<file path="src/rtl/proto_disc_pkg.sv">
package proto_disc_pkg;
  localparam logic [15:0] DISC_VID  = 16'h0001;
  localparam logic [7:0]  DISC_TYPE = 8'h00;
  localparam int IDX_W   = 8;
  localparam int ENTRY_W = 24;   // {type, vid}

  typedef struct packed {
    logic clearCache;
    logic storeEntry;
    logic loadIdx;
  } dpStrobe_t;

  typedef enum logic [1:0] {
    W_IDLE, W_ABORT, W_SEND, W_WAIT
  } walkState_t;
endpackage

</file>
<file path="src/rtl/disc_responder.sv">
module disc_responder
  import proto_disc_pkg::*;
#(
  parameter int NUM_PROTO = 4,
  parameter logic [NUM_PROTO*ENTRY_W-1:0] PROTO_LIST = '0
) (
  input  logic        clk,
  input  logic        rstN,
  input  logic        reqValid,
  input  logic [31:0] reqDword,
  output logic        rspValid,
  output logic [31:0] rspDword
);
  logic [IDX_W-1:0]   idx;
  logic               inRange;
  logic [IDX_W-1:0]   nextIdx;
  logic [ENTRY_W-1:0] entry;

  assign idx     = reqDword[IDX_W-1:0];
  assign inRange = (32'(idx) < NUM_PROTO);
  assign nextIdx = (inRange && (32'(idx) + 1 < NUM_PROTO)) ? idx + 8'd1 : 8'd0;

  always_comb begin
    entry = PROTO_LIST[ENTRY_W-1:0];
    for (int i = 0; i < NUM_PROTO; i++) begin
      if (inRange && (32'(idx) == i)) entry = PROTO_LIST[i*ENTRY_W +: ENTRY_W];
    end
  end

  always_ff @(posedge clk) begin
    if (!rstN) begin
      rspValid <= 1'b0;
      rspDword <= '0;
    end else begin
      rspValid <= reqValid;
      if (reqValid) rspDword <= {nextIdx, entry};
    end
  end
endmodule

</file>
<file path="src/rtl/disc_dpath.sv">
module disc_dpath
  import proto_disc_pkg::*;
#(
  parameter int CACHE_DEPTH = 4
) (
  input  logic        clk,
  input  logic        rstN,
  input  dpStrobe_t   strobe,
  input  logic [31:0] rspDword,
  input  logic [15:0] lookupVid,
  input  logic [7:0]  lookupType,
  output logic [31:0] reqDword,
  output logic        cacheFull,
  output logic        lookupHit
);
  localparam int CNT_W = $clog2(CACHE_DEPTH + 1);

  logic [CNT_W-1:0]   fillCnt;
  logic [IDX_W-1:0]   curIdx;
  logic [ENTRY_W-1:0] cacheMem [CACHE_DEPTH];
  logic [CACHE_DEPTH-1:0] match;

  always_ff @(posedge clk) begin
    if (!rstN) begin
      fillCnt <= '0;
      curIdx  <= '0;
    end else if (strobe.clearCache) begin
      fillCnt <= '0;
      curIdx  <= '0;
    end else begin
      if (strobe.storeEntry) fillCnt <= fillCnt + 1'b1;
      if (strobe.loadIdx)    curIdx  <= rspDword[31:24];
    end
  end

  for (genvar g = 0; g < CACHE_DEPTH; g++) begin : gSlot
    always_ff @(posedge clk) begin
      if (!rstN) cacheMem[g] <= '0;
      else if (strobe.storeEntry && !strobe.clearCache && fillCnt == CNT_W'(g))
        cacheMem[g] <= rspDword[ENTRY_W-1:0];
    end
    assign match[g] = (CNT_W'(g) < fillCnt) && (cacheMem[g] == {lookupType, lookupVid});
  end

  assign cacheFull = (fillCnt == CNT_W'(CACHE_DEPTH));
  assign reqDword  = {{(32-IDX_W){1'b0}}, curIdx};
  assign lookupHit = (|match) || (lookupVid == DISC_VID && lookupType == DISC_TYPE);
endmodule

</file>
<file path="src/rtl/disc_ctrl.sv">
module disc_ctrl
  import proto_disc_pkg::*;
#(
  parameter int LEN_W = 19
) (
  input  logic             clk,
  input  logic             rstN,
  input  logic             start,
  input  logic             xAbortDone,
  input  logic             xRspValid,
  input  logic [LEN_W-1:0] xRspLen,
  input  logic             xRspErr,
  input  logic [IDX_W-1:0] rspNext,
  input  logic             cacheFull,
  output dpStrobe_t        strobe,
  output logic             xAbort,
  output logic             xReqValid,
  output logic             walkBusy,
  output logic             walkOk,
  output logic             walkFail
);
  walkState_t state, nextState;
  logic badRsp, endOk, endFail;

  assign badRsp = xRspErr || (xRspLen != LEN_W'(1));

  always_comb begin
    nextState = state;
    strobe    = '0;
    endOk     = 1'b0;
    endFail   = 1'b0;
    case (state)
      W_IDLE: if (start) begin
        strobe.clearCache = 1'b1;
        nextState = W_ABORT;
      end
      W_ABORT: if (xAbortDone) nextState = W_SEND;
      W_SEND:  nextState = W_WAIT;
      W_WAIT: if (xRspValid) begin
        if (badRsp || cacheFull) begin
          endFail   = 1'b1;
          nextState = W_IDLE;
        end else begin
          strobe.storeEntry = 1'b1;
          strobe.loadIdx    = 1'b1;
          if (rspNext == '0) begin
            endOk     = 1'b1;
            nextState = W_IDLE;
          end else begin
            nextState = W_SEND;
          end
        end
      end
      default: nextState = W_IDLE;
    endcase
  end

  always_ff @(posedge clk) begin
    if (!rstN) begin
      state    <= W_IDLE;
      walkOk   <= 1'b0;
      walkFail <= 1'b0;
    end else begin
      state <= nextState;
      if (strobe.clearCache) begin
        walkOk   <= 1'b0;
        walkFail <= 1'b0;
      end
      if (endOk)   walkOk   <= 1'b1;
      if (endFail) walkFail <= 1'b1;
    end
  end

  assign xAbort    = (state == W_ABORT);
  assign xReqValid = (state == W_SEND);
  assign walkBusy  = (state != W_IDLE);
endmodule

</file>
<file path="src/rtl/proto_disc.sv">
module proto_disc
  import proto_disc_pkg::*;
#(
  parameter int NUM_PROTO   = 4,
  parameter int CACHE_DEPTH = 4,
  parameter int LEN_W       = 19,
  parameter logic [NUM_PROTO*ENTRY_W-1:0] PROTO_LIST =
    {24'h55_1234, 24'h01_0001, 24'h02_1E98, 24'h00_0001}
) (
  input  logic             clk,
  input  logic             rstN,
  input  logic             start,
  output logic             walkBusy,
  output logic             walkOk,
  output logic             walkFail,
  output logic             xAbort,
  input  logic             xAbortDone,
  output logic             xReqValid,
  output logic [31:0]      xReqDword,
  input  logic             xRspValid,
  input  logic [31:0]      xRspDword,
  input  logic [LEN_W-1:0] xRspLen,
  input  logic             xRspErr,
  input  logic [15:0]      lookupVid,
  input  logic [7:0]       lookupType,
  output logic             lookupHit,
  input  logic             respReqValid,
  input  logic [31:0]      respReqDword,
  output logic             respRspValid,
  output logic [31:0]      respRspDword
);
  dpStrobe_t strobe;
  logic      cacheFull;

  disc_ctrl #(.LEN_W(LEN_W)) u_ctrl (
    .clk(clk), .rstN(rstN), .start(start), .xAbortDone(xAbortDone),
    .xRspValid(xRspValid), .xRspLen(xRspLen), .xRspErr(xRspErr),
    .rspNext(xRspDword[31:24]), .cacheFull(cacheFull), .strobe(strobe),
    .xAbort(xAbort), .xReqValid(xReqValid), .walkBusy(walkBusy),
    .walkOk(walkOk), .walkFail(walkFail)
  );

  disc_dpath #(.CACHE_DEPTH(CACHE_DEPTH)) u_dpath (
    .clk(clk), .rstN(rstN), .strobe(strobe), .rspDword(xRspDword),
    .lookupVid(lookupVid), .lookupType(lookupType), .reqDword(xReqDword),
    .cacheFull(cacheFull), .lookupHit(lookupHit)
  );

  disc_responder #(.NUM_PROTO(NUM_PROTO), .PROTO_LIST(PROTO_LIST)) u_resp (
    .clk(clk), .rstN(rstN), .reqValid(respReqValid), .reqDword(respReqDword),
    .rspValid(respRspValid), .rspDword(respRspDword)
  );
endmodule

</file>
<file path="config.mk">
export PLATFORM = sky130hd
export DESIGN_NAME = proto_disc
export DESIGN_NICKNAME = d
export VERILOG_FILES = /design/src/rtl/proto_disc_pkg.sv /design/src/rtl/disc_responder.sv /design/src/rtl/disc_dpath.sv /design/src/rtl/disc_ctrl.sv /design/src/rtl/proto_disc.sv
export SDC_FILE = /design/constraint.sdc
export NUM_CORES = 1
export LEC_CHECK = 0
export CORE_UTILIZATION = 30
export CTS_CLUSTER_SIZE = 10
export DETAILED_ROUTE_END_ITERATION = 10
export PLACE_DENSITY = 0.61
export SLEW_MARGIN = 10
export SYNTH_ARGS = -nofsm -noshare
export SYNTH_HDL_FRONTEND = slang
export SYNTH_SLANG_ARGS = --single-unit
</file>
<file path="constraint.sdc">
create_clock -name clk -period 8.95 [get_ports clk]
set_input_delay 2.2375 -clock clk [delete_from_list [all_inputs] [get_ports clk]]
set_output_delay 2.2375 -clock clk [all_outputs]
set_load 0.02 [all_outputs]
</file>
-- After elaboration in Yosys (flattened, before gate mapping)
Memory sizes are Yosys's and may differ from the RTL's.
Cells that the tools add are included.
- memories: 1
- latch bits: 0
- output and inout port bits: 71
- register bits after elaboration: 48
- ROM bits: 0
- memory bits (writable): 96
- memories (memory ; depth ; bits a word ; rd ports ; clocked after memory_dff ; write ports ; line ; RTL):
    u_dpath.cacheMem ; 4 ; 24 ; 4 ; 0 ; 4 ; disc_dpath.sv:20 ; logic [ENTRY_W-1:0] cacheMem [CACHE_DEPTH];
- bitwise logic cells: 5
- divide/modulo/power cells: 0
- muxes and demuxes: 42
- multipliers: 0
- reductions and logical operators: 28
- shift operators: 0
- add/subtract/negate cells: 3
- magnitude comparators: 6
- equal/unequal tests: 19
- operator list (operator ; count):
    $eq 24x24->1 ; 4
    $mux 24 ; 4
    $mux 18 ; 2
    $lt 32x3->1 const B ; 1
    $mux 1 ; 25
    $mux 23 ; 1
    $ne 19x1->1 const B ; 1
    $eq 16x1->1 const B ; 1
    $eq 8x2->1 const B ; 2
    $logic_not 8->1 ; 2
    $mux 2 ; 8
    $logic_and 1x1->1 ; 14
    $add 8x1->9 const B ; 1
    $add 8x1->8 const B ; 1
    $eq 8x1->1 const B ; 1
    $lt 8x3->1 const B ; 1
    $mux 8 ; 1
    $pmux 2 s4 ; 1
    $eq 3x2->1 const B ; 2
    $lt 1x3->1 const A ; 2
    $lt 2x3->1 const A ; 2
    $reduce_bool 2->1 ; 3
    $eq 2x2->1 const B ; 2
    $ne 2x2->1 const B ; 2
    14 further kinds ; 19

-- Longest topological paths before layout
Gate-level depths: netlist of the first run.
- word-level depth: 12
- gate-level depth with buffers: 8

-- Modules after synthesis
From an unflattened synthesis of the first run, not the netlist that was laid out.
- cell total of the unflattened synthesis: 567
- area total of the unflattened synthesis: 6492.5 µm²
- by module, submodules not included (module ; cells each ; area an instance (µm²) ; seq. area each (µm²) ; instances):
    disc_dpath ; 456 ; 5501.5 ; 3103.0 ; 1
    disc_responder ; 74 ; 693.2 ; 280.3 ; 1
    disc_ctrl ; 37 ; 297.8 ; 80.1 ; 1

-- Least setup slack after synthesis of the first run
OpenSTA, ideal clock, no wires.
- path type: input -> output
- start point: in lookupVid[1]
- end point: out lookupHit
- data required time: 6.713 ns
- arrival time: 3.271 ns
- stages on the path: 6
- path slack: 3.442 ns
- cells stage by stage: clkbuf_1 -> xnor2_1 -> nand4_1 -> nor4_1 -> nand4_1 -> nand4_1
- longest elaborated chain between the ends: 4
- elaborated cells on any way between the ends: 12
- ends and longest elaborated chain (item ; line ; RTL):
    from (decl) ; proto_disc.sv:24 ; input logic [15:0] lookupVid,
    $eq 24x24->1 ; disc_dpath.sv:42 ; assign match[g] = (CNT_W'(g) < fillCnt) && (cacheMem[g] == {lookupType, lookupVid});
    $logic_and 1x1->1 ; disc_dpath.sv:42 ;
    $reduce_or 4->1 ; disc_dpath.sv:47 ; assign lookupHit = (|match) || (lookupVid == DISC_VID && lookupType == DISC_TYPE);
    $logic_or 1x1->1 * ; disc_dpath.sv:47 ;
    to (decl) ; proto_disc.sv:26 ; output logic lookupHit,
Mark *: on every way between the ends. The rest lies on a longest branch, timed or not.

-- Worst setup path after layout of the first run
- start point: in lookupVid[0]
- end point: out lookupHit
Same word-level chain as after synthesis.

==> flow_metrics.py, run 1 <==
metrics = {
    "routing": {
        "top_layer": "met4",
        "vias_per_cell": 4.428,
        "first_pass_iters": 4,
        "post_drt_wl_per_cell_um": 16.76,
        "vias": 4229,
        "dr_wl_met3_mm": 1.340,
        "drt_iter0_drc": 216,
        "wl_met1_mm": 6.952,
        "drc": 0,
        "routed-wl-met2_mm": 7.607,
        "ant_nets": 0,
        "wl_mm": 16.01,
    },
    "yosys": {
        "synth_common_cells": "103 x and2_1, 96 x edfxtp_1, 66 x xnor2_1, 46 x buf_4, 32 x xor2_1",
        "ys_ff_latch": 125,
        "synth_area_leaders": "edfxtp_1 45%, and2_1 10%, dfxtp_1 9.0%, xnor2_1 9.0%, buf_4 5.4%",
        "synth_warnings": 0,
        "ys.flop_type": "edfxtp_1",
        "yosysUniqueCellTypes": 41,
        "ys_seq_area_share_pct": 53.70,
        "postSynthAreaPerCell_sq_um": 11.46,
        "async_flop_share_pct": 0,
        "synth_top_area_share_pct": 44.69,
        "syn-cell-area_sq_um": 6450,
        "syn_inst": 563,
        "post-synth-top-count-cell": "and2_1",
        "synth_edf_count": 96,
        "synth_top_cell_by_area": "edfxtp_1",
    },
    "die": {
        "dieHeight_um": 148.6,
        "placementRows": 53,
        "fp.dieW_um": 148.6,
        "dieArea_sq_um": 22090,
        "boundaryPins": 185,
        "start_util_pct": 30.68,
        "coreArea_sq_um": 21020,
    },
    "timing": {
        "final-max-slew-violation-count": 0,
        "setup_tns_ps": 0,
        "setup-violations-final": 0,
        "fin_hold_ws_ps": 460.2,
        "worst_pin_slew_ps": 1009,
        "min_period_over_period_pct": 77.54,
        "hold_viol_final": 0,
        "rsz0062_at_grt": "no",
        "fin_ws_ps": 2011,
        "worst_slew_margin_rel_pct": 32.21,
        "clock.fmax_mhz": 144.1,
        "fin_skew_ps": 7.474,
        "fin_crit_ps": 6939,
    },
    "worst_hold_path": {
        "min_from": "u_resp.rspDword[25]",
        "min_path_type": "flop to flop",
        "hold_path_depth": 2,
        "whs_endpoint": "u_resp.rspDword[25]",
    },
    "finish": {
        "design_area_sq_um": 8287,
        "nets": 786,
        "area_delta_synth_final_pct": 28.48,
        "drive_gt1_share_pct": 6.333,
    },
    "cts": {
        "cts_root_buffer": "clkbuf_16",
        "cts.sinks": 125,
        "cts_made_buffers": 17,
        "cts_setup_buffers": 0,
        "cts_tree": "yes",
        "htreeDepth": 4,
        "clock_path_buffers": 2,
        "cts.reportedPaths.clkPinSlew_ps": 60,
        "clock_latency_ps": 420,
        "cts_resized": 0,
        "hold_buffers": 0,
    },
    "pwr": {
        "peakVddDrop_uv": 114.9,
        "powerDensity_nw_per_um2": 171.8,
        "p_leak_uw": 0.002879,
    },
    "critical_path": {
        "critical_path_class": "input pin to output port",
        "critPathRequiredTime_ps": 6710,
        "cp-start-kind": "input pin",
        "cp.arrival_ps": 4700,
        "r2r_end": "u_dpath.cacheMem[1][42]",
        "r2r_slack_ps": 5440,
        "rr_worst_depth": 7,
        "cp_max_fo": 5,
        "end_kind": "output port",
        "reg2reg_from": "u_dpath.fillCnt[0]",
    },
    "grt": {
        "grt_max_degree": 25,
        "grt_pass1_wl_mm": 24.06,
        "antenna_found_initial": 1,
        "grt_pass1_vias": 4269,
        "grt_usage_pct": 15.09,
        "grt_overflow": 0,
    },
    "placement": {
        "io_buffers": 127,
        "place_area_sq_um": 7752,
        "dpl.hpwl_mm": 11.41,
        "place.gp.congestion": 0.8339,
        "place_ws_ps": 2000,
    },
    "run_status": {
        "status": "finished, final reports clean",
    },
    "flow_run": {
        "cap_violations": 0,
    },
}
critical path: stages:
cell and delay (ps):
clkdlybuf4s50_1 550, xnor2_1 390, nand4_1 220, nor4_1 390
nand4_1 150, nand4_1 150, clkdlybuf4s50_1 620
worst max-delay path by stage:
stage | startpoint | end | slack (ps)
detailed placement | lookupVid[8] | lookupHit | 2000
global placement | lookupVid[8] | lookupHit | 2030
global route | lookupVid[8] | lookupHit | 1920
CTS | lookupVid[8] | lookupHit | 2000
floorplan | lookupVid[1] | lookupHit | 3440
finish | lookupVid[0] | lookupHit | 2010
kinds of logic after synthesis:
| family | Yosys count | share of synthesized area [%] |
|---|---|---|
| DFF | 125 | 53.70 |
| xor gates and xnor gates | 98 | 13.31 |
| buffers and inverters | 91 | 8.283 |
| and+or+nand+nor | 207 | 19.55 |
| adders and majority gates | 6 | 1.164 |
| other | 1 | 0.05814 |
| muxes | 10 | 1.571 |
| AOI/OAI and AO/OA | 25 | 2.367 |
routing by layer:
metal	GRT usage, %	vias to the layer above
met5	0	-
met4	6.392	0
met3	4.202	4
met2	24.21	183
met1	18.98	1998
li1	-	2044
layout make-up:
cell class	count	area [sq um]
Fill cell	2037	12730
Sequential cell	125	3463
Multi-Input combinational cell	379	2595
Timing Repair Buffer	132	1309
Clock buffer	17	425.4
Tap cell	275	344.1
Clock inverter	15	106.4
Inverter	11	41.29
Antenna cell	1	2.502
state kept, by name, indices dropped and copies added (netlist names):
name              cells
u_dpath.fillCnt       3
u_resp.rspValid       1
u_dpath.cacheMem     96
u_ctrl.walkOk         1
u_resp.rspDword      13
u_dpath.curIdx        8
u_ctrl.walkFail       1
u_ctrl.state          2
metrics by stage:
stage                     utilization [%]  std cells  total power, uW
after global placement              36.88        922            816.2
after CTS                           39.41        954             1437
final                               39.42        955             1423
after floorplan                         -        595            754.8
after detailed placement            36.88        922            817.1
after global routing                39.42        955             1473
power by group:
| part | internal, uW | leakage, uW | switching, uW |
|---|---|---|---|
| logic | 69.2 | 0.00147 | 79.1 |
| registers | 645 | 0.00117 | 10.2 |
| clock network | 373 | 0.000248 | 247 |
cells in the final DEF, fill, tap and decap left out, types with 17 or more instances in the layout:
| master | Yosys | layout |
|---|---|---|
| clkdlybuf4s50_1 | 0 | 127 |
| and2_1 | 103 | 103 |
| edfxtp_1 | 96 | 96 |
| xnor2_1 | 66 | 66 |
| conb_1 | 1 | 33 |
| xor2_1 | 32 | 32 |
| dfxtp_1 | 29 | 29 |
| nor4_1 | 21 | 21 |
| nand4_1 | 20 | 20 |
| nand2_1 | 18 | 18 |
| nor2_1 | 17 | 17 |
| clkbuf_16 | 0 | 17 |
No activity file was read; power rests on OpenSTA's default activity.
==> run 2, diff against run 1 <==
- clock period: 8.95 -> 6.7 ns (I/O delays scaled with it)
==> run 2 against run 1 <==
Non-clock buffer count increased by 2. Design area increased by 0.15%. Highest routed layer unchanged. Critical path type unchanged. Wire length decreased by 0.98%.
==> flow_metrics.py, run 2 (synthesis gave the netlist of run 1 again) <==
metrics = {
    "run_status": {
        "status": "finished, final reports clean",
    },
    "cts": {
        "clock_latency_ps": 410,
        "cts_made_buffers": 17,
        "cts.sinks": 125,
        "clock_path_buffers": 2,
        "cts.reportedPaths.clkPinSlew_ps": 50,
        "cts_setup_buffers": 0,
        "cts_resized": 0,
        "cts_tree": "yes",
        "htreeDepth": 4,
        "cts_root_buffer": "clkbuf_16",
        "hold_buffers": 0,
    },
    "timing": {
        "min_period_over_period_pct": 85.88,
        "fin_skew_ps": 4.975,
        "setup_tns_ps": 0,
        "final-max-slew-violation-count": 0,
        "clock.fmax_mhz": 173.8,
        "fin_crit_ps": 5754,
        "worst_pin_slew_ps": 956.8,
        "fin_hold_ws_ps": 457.7,
        "hold_viol_final": 0,
        "rsz0062_at_grt": "no",
        "setup-violations-final": 0,
        "worst_slew_margin_rel_pct": 36.21,
    },
    "critical_path": {
        "cp-start-kind": "input pin",
        "cp_max_fo": 5,
        "critical_path_class": "input pin to output port",
        "r2r_end": "u_dpath.cacheMem[1][31]",
        "r2r_slack_ps": 3900,
        "rr_worst_depth": 7,
        "cp.arrival_ps": 4080,
        "critPathRequiredTime_ps": 5030,
        "end_kind": "output port",
        "reg2reg_from": "u_dpath.fillCnt[0]",
    },
    "finish": {
        "top_regs": "u_dpath.cacheMem x96, u_resp.rspDword x13, u_dpath.curIdx x8",
        "drive_gt1_share_pct": 6.176,
        "largest_register": "u_dpath.cacheMem",
        "multi_input_area_sq_um": 2587,
        "fillers": 2066,
        "nets": 788,
        "largest_register_ff_count": 96,
        "final_common_cell": "clkdlybuf4s50_1",
        "area_delta_synth_final_pct": 28.67,
        "antenna_cells": 0,
        "mostFrequentLayoutCells": "127 x clkdlybuf4s50_1, 103 x and2_1, 96 x edfxtp_1, 66 x xnor2_1, 33 x conb_1",
        "final_cells": 955,
        "final-seq-area_sq_um": 3463,
    },
    "placement": {
        "dpl.hpwl_mm": 11.25,
        "place.gp.congestion": 0.8399,
        "io_buffers": 127,
        "placed_cells": 924,
    },
    "routing": {
        "ant_nets": 0,
        "drc": 0,
        "post_drt_wl_per_cell_um": 16.60,
        "wl_mm": 15.85,
        "drt_iter0_drc": 247,
        "vias_per_cell": 4.434,
        "vias": 4234,
        "first_pass_iters": 4,
    },
    "pwr": {
        "p_leak_uw": 0.002904,
        "powerDensity_nw_per_um2": 232.1,
        "power_uw": 1927,
        "peakVddDrop_uv": 176.2,
    },
    "worst_hold_path": {
        "whs_endpoint": "u_ctrl.walkFail",
        "min_from": "u_ctrl.walkFail",
        "min_path_type": "flop to flop",
        "hold_path_depth": 2,
    },
    "grt": {
        "grt_overflow": 0,
        "grt_usage_pct": 14.92,
        "grt_pass1_vias": 4270,
        "grt_max_degree": 25,
        "antenna_found_initial": 0,
        "grt_pass1_wl_mm": 23.67,
    },
    "die": {
        "fp.dieW_um": 148.6,
        "dieArea_sq_um": 22090,
        "placementRows": 53,
        "coreArea_sq_um": 21020,
        "start_util_pct": 30.68,
        "boundaryPins": 185,
        "dieHeight_um": 148.6,
    },
    "flow_run": {
        "cap_violations": 0,
    },
}
run 2: area by class of cell:
type | instances | area share (%)
clock buffer | 21 | 5.307
inverter | 11 | 0.4975
sequential | 125 | 41.73
multi-input combinational | 379 | 31.18
timing repair buffer | 134 | 15.95
tap | 275 | 4.146
clock inverter | 10 | 1.191
run 2: worst max-delay path by stage:
stage | from | endpoint | slack, ps | depth (start not counted)
floorplan | xRspLen[17] | u_dpath.cacheMem[1][24] | 1960 | 5
global placement | lookupVid[8] | lookupHit | 920 | 7
detailed placement | lookupVid[8] | lookupHit | 930 | 7
CTS | lookupVid[8] | lookupHit | 930 | 7
global route | lookupVid[0] | lookupHit | 840 | 7
finish | lookupVid[0] | lookupHit | 950 | 7
run 2: critical path: stages:
cell             delay (ps)
clkdlybuf4s50_1         560
xnor2_1                 370
nand4_1                 200
nor4_1                  370
nand4_1                 160
nand4_1                 140
clkdlybuf4s50_1         610
run 2: through the flow:
| step | utilization [%] | instance area [sq um] | setup WS [ps] |
|---|---|---|---|
| floorplan | - | 6570 | 1964 |
| global placement | 36.91 | 7760 | 916.7 |
| detailed placement | 36.91 | 7760 | 927.5 |
| CTS | 39.48 | 8299 | 928.1 |
| global route | 39.48 | 8299 | 839.1 |
| finish | 39.48 | 8299 | 946.3 |
run 2: layer usage:
| layer | up-vias | share of wire [%] | global-route usage [%] |
|---|---|---|---|
| met1 | 1992 | 44 | 18.19 |
| met3 | 13 | 7.9 | 5.153 |
| met5 | - | 0 | 0 |
| met2 | 183 | 47 | 24.93 |
| li1 | 2046 | - | - |
| met4 | 0 | 0.99 | 4.021 |
run 2: where the power goes:
part | switching [uW] | internal (uW) | leakage [uW]
Combinational | 106 | 92.6 | 0.00148
Clock | 316 | 537 | 0.000263
Sequential | 13.3 | 862 | 0.00117
